### config.mk
export PLATFORM = sky130hd
export DESIGN_NAME = spi_byte_port
export DESIGN_NICKNAME = d
export VERILOG_FILES = /design/src/rtl/spi_byte_port.sv
export SDC_FILE = /design/constraint.sdc
export NUM_CORES = 1
export LEC_CHECK = 0
export ABC_AREA = 1
export BUFFER_PORTS_ARGS = -buffer_cell sky130_fd_sc_hd__buf_2
export CAP_MARGIN = 10
export CORE_ASPECT_RATIO = 1.2
export CORE_MARGIN = 1.5
export CORE_UTILIZATION = 54
export CTS_CLUSTER_DIAMETER = 100
export DETAILED_ROUTE_END_ITERATION = 10
export HOLD_SLACK_MARGIN = 0.06
export MAX_ROUTING_LAYER = met4
export PLACE_DENSITY = 0.83
export SYNTH_ARGS = -nofsm -noshare
export SYNTH_HDL_FRONTEND = slang
export SYNTH_SLANG_ARGS = --single-unit
### constraint.sdc
create_clock -name clk -period 1.85 [get_ports clk]
set_input_delay 0 -clock clk [delete_from_list [all_inputs] [get_ports clk]]
set_output_delay 0 -clock clk [all_outputs]
set_load 0.1 [all_outputs]
### src/rtl/spi_byte_port.sv
module spi_byte_port #(
  parameter int DATA_W  = 8,
  parameter int CLK_DIV = 4
) (
  input  logic              clk,
  input  logic              rst_n,
  input  logic              enable,
  input  logic              master,
  input  logic              wr_en,
  input  logic [DATA_W-1:0] wr_data,
  input  logic              rd_en,
  output logic [DATA_W-1:0] rd_data,
  output logic              buf_full,
  output logic              wcol,
  output logic              ovfl,
  output logic              done_irq,
  input  logic              sck_in,
  input  logic              ss_n_in,
  output logic              sck_out,
  input  logic              sdi,
  output logic              sdo,
  output logic              sdo_en
);
  localparam int HALF  = CLK_DIV / 2;
  localparam int DIV_W = (HALF > 1) ? $clog2(HALF) : 1;
  localparam int CNT_W = $clog2(DATA_W + 1);

  logic [DATA_W-1:0] shreg, bufr;
  logic [CNT_W-1:0]  bits;
  logic [DIV_W-1:0]  div;
  logic              busy, sck_q, rx_bit;
  logic [2:0]        sck_s;
  logic [1:0]        ss_s;

  wire ss_act  = ~ss_s[1];
  wire active  = busy | (bits != '0);
  wire tick    = busy && (div == DIV_W'(HALF - 1));
  wire rise    = master ? (tick & ~sck_q) : (ss_act & sck_s[1] & ~sck_s[2]);
  wire fall    = master ? (tick & sck_q)  : (ss_act & ~sck_s[1] & sck_s[2]);
  wire last    = fall && (bits == CNT_W'(DATA_W));
  wire load    = wr_en & ~active;
  wire keep    = buf_full & ~rd_en;
  wire [DATA_W-1:0] rx_word = {shreg[DATA_W-2:0], rx_bit};

  assign rd_data = bufr;
  assign sck_out = sck_q;
  assign sdo     = shreg[DATA_W-1];
  assign sdo_en  = enable & (master | ss_act);

  always_ff @(posedge clk or negedge rst_n) begin
    if (!rst_n) begin
      sck_s <= '0;
      ss_s  <= '1;
    end else begin
      sck_s <= {sck_s[1:0], sck_in};
      ss_s  <= {ss_s[0], ss_n_in};
    end
  end

  always_ff @(posedge clk or negedge rst_n) begin
    if (!rst_n) begin
      shreg <= '0; bufr <= '0; bits <= '0; div <= '0;
      busy <= 1'b0; sck_q <= 1'b0; rx_bit <= 1'b0;
      buf_full <= 1'b0; wcol <= 1'b0; ovfl <= 1'b0; done_irq <= 1'b0;
    end else if (!enable) begin
      shreg <= '0; bufr <= '0; bits <= '0; div <= '0;
      busy <= 1'b0; sck_q <= 1'b0; rx_bit <= 1'b0;
      buf_full <= 1'b0; wcol <= 1'b0; ovfl <= 1'b0; done_irq <= 1'b0;
    end else begin
      done_irq <= last;
      if (wr_en && active) wcol <= 1'b1;
      if (busy) div <= tick ? '0 : div + 1'b1;
      if (tick) sck_q <= ~sck_q;

      if (!master && !ss_act) begin
        bits <= '0;
      end else if (rise) begin
        rx_bit <= sdi;
        bits   <= bits + 1'b1;
      end else if (fall) begin
        shreg <= rx_word;
        if (last) bits <= '0;
      end

      if (last) busy <= 1'b0;
      if (load) begin
        shreg <= wr_data;
        busy  <= master;
        div   <= '0;
      end

      if (last) begin
        if (keep) ovfl <= 1'b1;
        else begin
          bufr     <= rx_word;
          buf_full <= 1'b1;
        end
      end else if (rd_en) begin
        buf_full <= 1'b0;
      end
    end
  end
endmodule


==> reports/results.tsv <==
stage	metric	value	unit
status	status	completed	
timing	clock skew	0.0144	ns
routing	final wirelength	3260	µm
synth	Post-synth EDFFs	0	
worst_setup_path	worst-path maximum fanout	18	
synth	Netlist Area Pre-Place	1610	µm²
synth	top_reg_cell synth	dfrtp_1	
timing	Fin. Hold Viols	0	
routing	DR iter-0 viols	36	
global_routing	largest net degree at the start of global routing	34	
timing	fmax	0.630	GHz
placement	IO buf count	31	
clock_network	CTS Buf Count	5	
synth	Post-Syn Instances	190	
finish	layout cells sized above 1	0.218	
clock_network	CTS Buffer Depth	2	
routing	ANT nets after route	0	
worst_setup_path	CP cell instances	inv_1 > ha_1 > inv_1 > nor2_4 > nand3_4 > nand2_4 > nor2_8 > inv_2 > nand2_1 > nand2_1	
worst_setup_path	Slowest cell on crit path	dfrtp_1	
pwr	Peak VDD IR	0.537	mV
worst_setup_path	Critical Path AT	1.82	ns
synth	Avg Cell Area, Syn	8.48	µm²
timing	RSZ-0062 raised after global routing	false	
worst_setup_path	Crit Reg-Reg Startpoint	bits[0]	
routing	via-per-instance ratio	5.10	
worst_setup_path	Worst setup SP type	flop	
timing	Final min period	1.59	ns
timing	Slew Viols, Final	0	
timing	total negative slack	0	ns
finish	most common cell after layout, fill and taps aside	nand2_1	
job	max_cap viols	0	
worst_setup_path	CP startpoint	bits[0]	
clock_network	clk sinks	33	
placement	pre-CTS WS	0.273	ns
die	Boundary Pins	32	
die	die width	52.9	µm
clock_network	clk_lat worst skew	0.34	ns
min_path	Hold/Removal Path Class	input port to flop	
timing	Worst slew margin	0.531	
synth	Seq cells post-synth	33	
die	Rows	21	
finish	most frequent cells in the layout	nand2_1 (65), dfrtp_1 (31), buf_2 (31)	
routing	DRT Pass-1 Iters	4	
timing	endpoints failing setup	0	
clock_network	H-tree depth	2	
routing	via count	1392	
timing	Worst-Margin Slew	0.704	ns
worst_setup_path	critical path type	flop to flop	
global_routing	initial antenna violation count	0	
worst_setup_path	max incr delay on CP	0.42	ns
synth	top cell type by total area after synthesis	dfrtp_1	
die	Starting Density	0.573	
global_routing	first-pass GRT wire length	5790	µm
synth	Yosys cell types	27	
die	DIE HEIGHT	62.8	µm
finish	# diodes	0	
synth	post-synthesis sequential area ratio	0.514	
synth	Post-synth ARST share	1.00	
clock_network	clock root buffer	clkbuf_4	
synth	top cells by area, synth	dfrtp_1 (48%), nand2_1 (15%), nand3_1 (8.1%), inv_1 (3.7%), dfstp_2 (3.3%)	
finish	Filler cells	237	
timing	setup ws final	0.263	ns
routing	average wire per standard cell	11.9	µm
global_routing	vias in the first global route	1364	
synth	share of the synthesized area in the top cell type	0.482	
timing	fin crit share	0.858	
placement	gpl congestion	0.815	
clock_network	PostCTS Resize Cnt	0	
clock_network	CTS tree	done	
synth	Synth Net Count	209	
pwr	Lkg Pwr	1.13	nW
die	core area	2810	µm²
clock_network	register clock-pin slew on the reported worst setup and hold paths	0.10	ns
min_path	min-delay src	rd_en	
worst_setup_path	Setup crit end kind	flop	
placement	hpwl dp	2070	µm
routing	drt drc	0	
synth	synth warn	0	
global_routing	GR Overflow Total	0	
pwr	pwr/cell area	765	nW/µm²
finish	final net count	257	
finish	Area Overhead vs Synth	23.4	%
global_routing	Tot GR Track Use	0.247	
die	die area	3320	µm²
worst_setup_path	Data required, critical path	2.08	ns
layout make-up:
| cell class | instances | area [µm²] | area share |
|---|---|---|---|
| Inverter | 18 | 67.6 | 0.0340 |
| Tap cell | 34 | 42.5 | 0.0214 |
| Clock buffer | 8 | 58.8 | 0.0296 |
| Sequential cell | 33 | 828 | 0.417 |
| Multi-Input combinational cell | 133 | 677 | 0.341 |
| Timing Repair Buffer | 47 | 313 | 0.157 |
registers in the layout (all words and copies together), names as in the netlist, 2 cells and up:
signal / flops
bits: 4
sck_s: 3
ss_s: 2
rd_data: 8
shreg: 8
where the power goes:
group	internal [W]	leakage, nW	switching, W	total [W]
clock	0.000187	0.0326	0.000236	0.000423
sequential	0.000760	0.440	0.0000270	0.000787
combinational	0.0000839	0.655	0.000226	0.000310
critical path, delay by kind of cell, from the launching register on:
family,cells,cell delay (ns)
adders and majority gates,1,0.18
buffers and inverters,3,0.28
DFF,1,0.42
and+or+nand+nor,6,0.59
per-layer routing:
layer,vias to the layer above,wire [µm],global-route usage
met5,-,0,-
met4,0,75,0.138
met3,7,147,0.0526
li1,702,-,-
met2,40,1660,0.402
met1,643,1370,0.272
kinds of logic (layout without fill, tap and decap cells):
kind of cell,Yosys count,count (layout),synth area share
AOI/OAI and AO/OA,19,19,0.0591
xor gates and xnor gates,2,2,0.0109
adders and majority gates,2,2,0.0155
buffers and inverters,24,73,0.0653
DFF,33,33,0.514
and+or+nand+nor,110,110,0.335
path summary, 6_finish.rpt:
check,cells after the start,to,slack [ns]
max,10,shreg[0],0.26
min,4,ovfl,0.20
max reg2reg,10,shreg[0],0.26
min reg2reg,0,sck_s[1],0.36
max in group asynchronous,2,shreg[0],1.16
min in group asynchronous,2,shreg[6],0.23
per-stage QoR:
| step | area (µm²) | std cells | util | total power (W) | hold WS (ns) |
|---|---|---|---|---|---|
| 6_report | 1990 | 273 | 0.707 | 0.00152 | 0.199 |
| 5_1_grt | 1990 | 273 | 0.707 | 0.00160 | 0.261 |
| 4_1_cts | 1990 | 273 | 0.707 | 0.00153 | 0.198 |
| 3_5_place_dp | 1780 | 250 | 0.632 | 0.00109 | 0.0868 |
| 3_3_place_gp | 1780 | 250 | 0.632 | 0.00108 | 0.0901 |
| 2_1_floorplan | 1610 | 190 | - | 0.00102 | -0.296 |
repair_timing:
item / CTS / global route
endpoints found under the hold margin: 46 / 0
buffers inserted: 0 / 0
endpoints found under the setup margin: 0 / 0
hold buffers: 15 / 0
synthesized netlist by cell type (2+ instances only):
| library cell | count |
|---|---|
| inv_2 | 2 |
| nand2_4 | 3 |
| inv_1 | 16 |
| nand3_1 | 26 |
| buf_2 | 3 |
| dfstp_2 | 2 |
| dfrtp_1 | 31 |
| a21oi_1 | 2 |
| nor2_1 | 7 |
| ha_1 | 2 |
| o21ai_0 | 8 |
| o21ai_1 | 9 |
| nand2_1 | 65 |
Note: power is estimated with default switching activity, not from simulation.
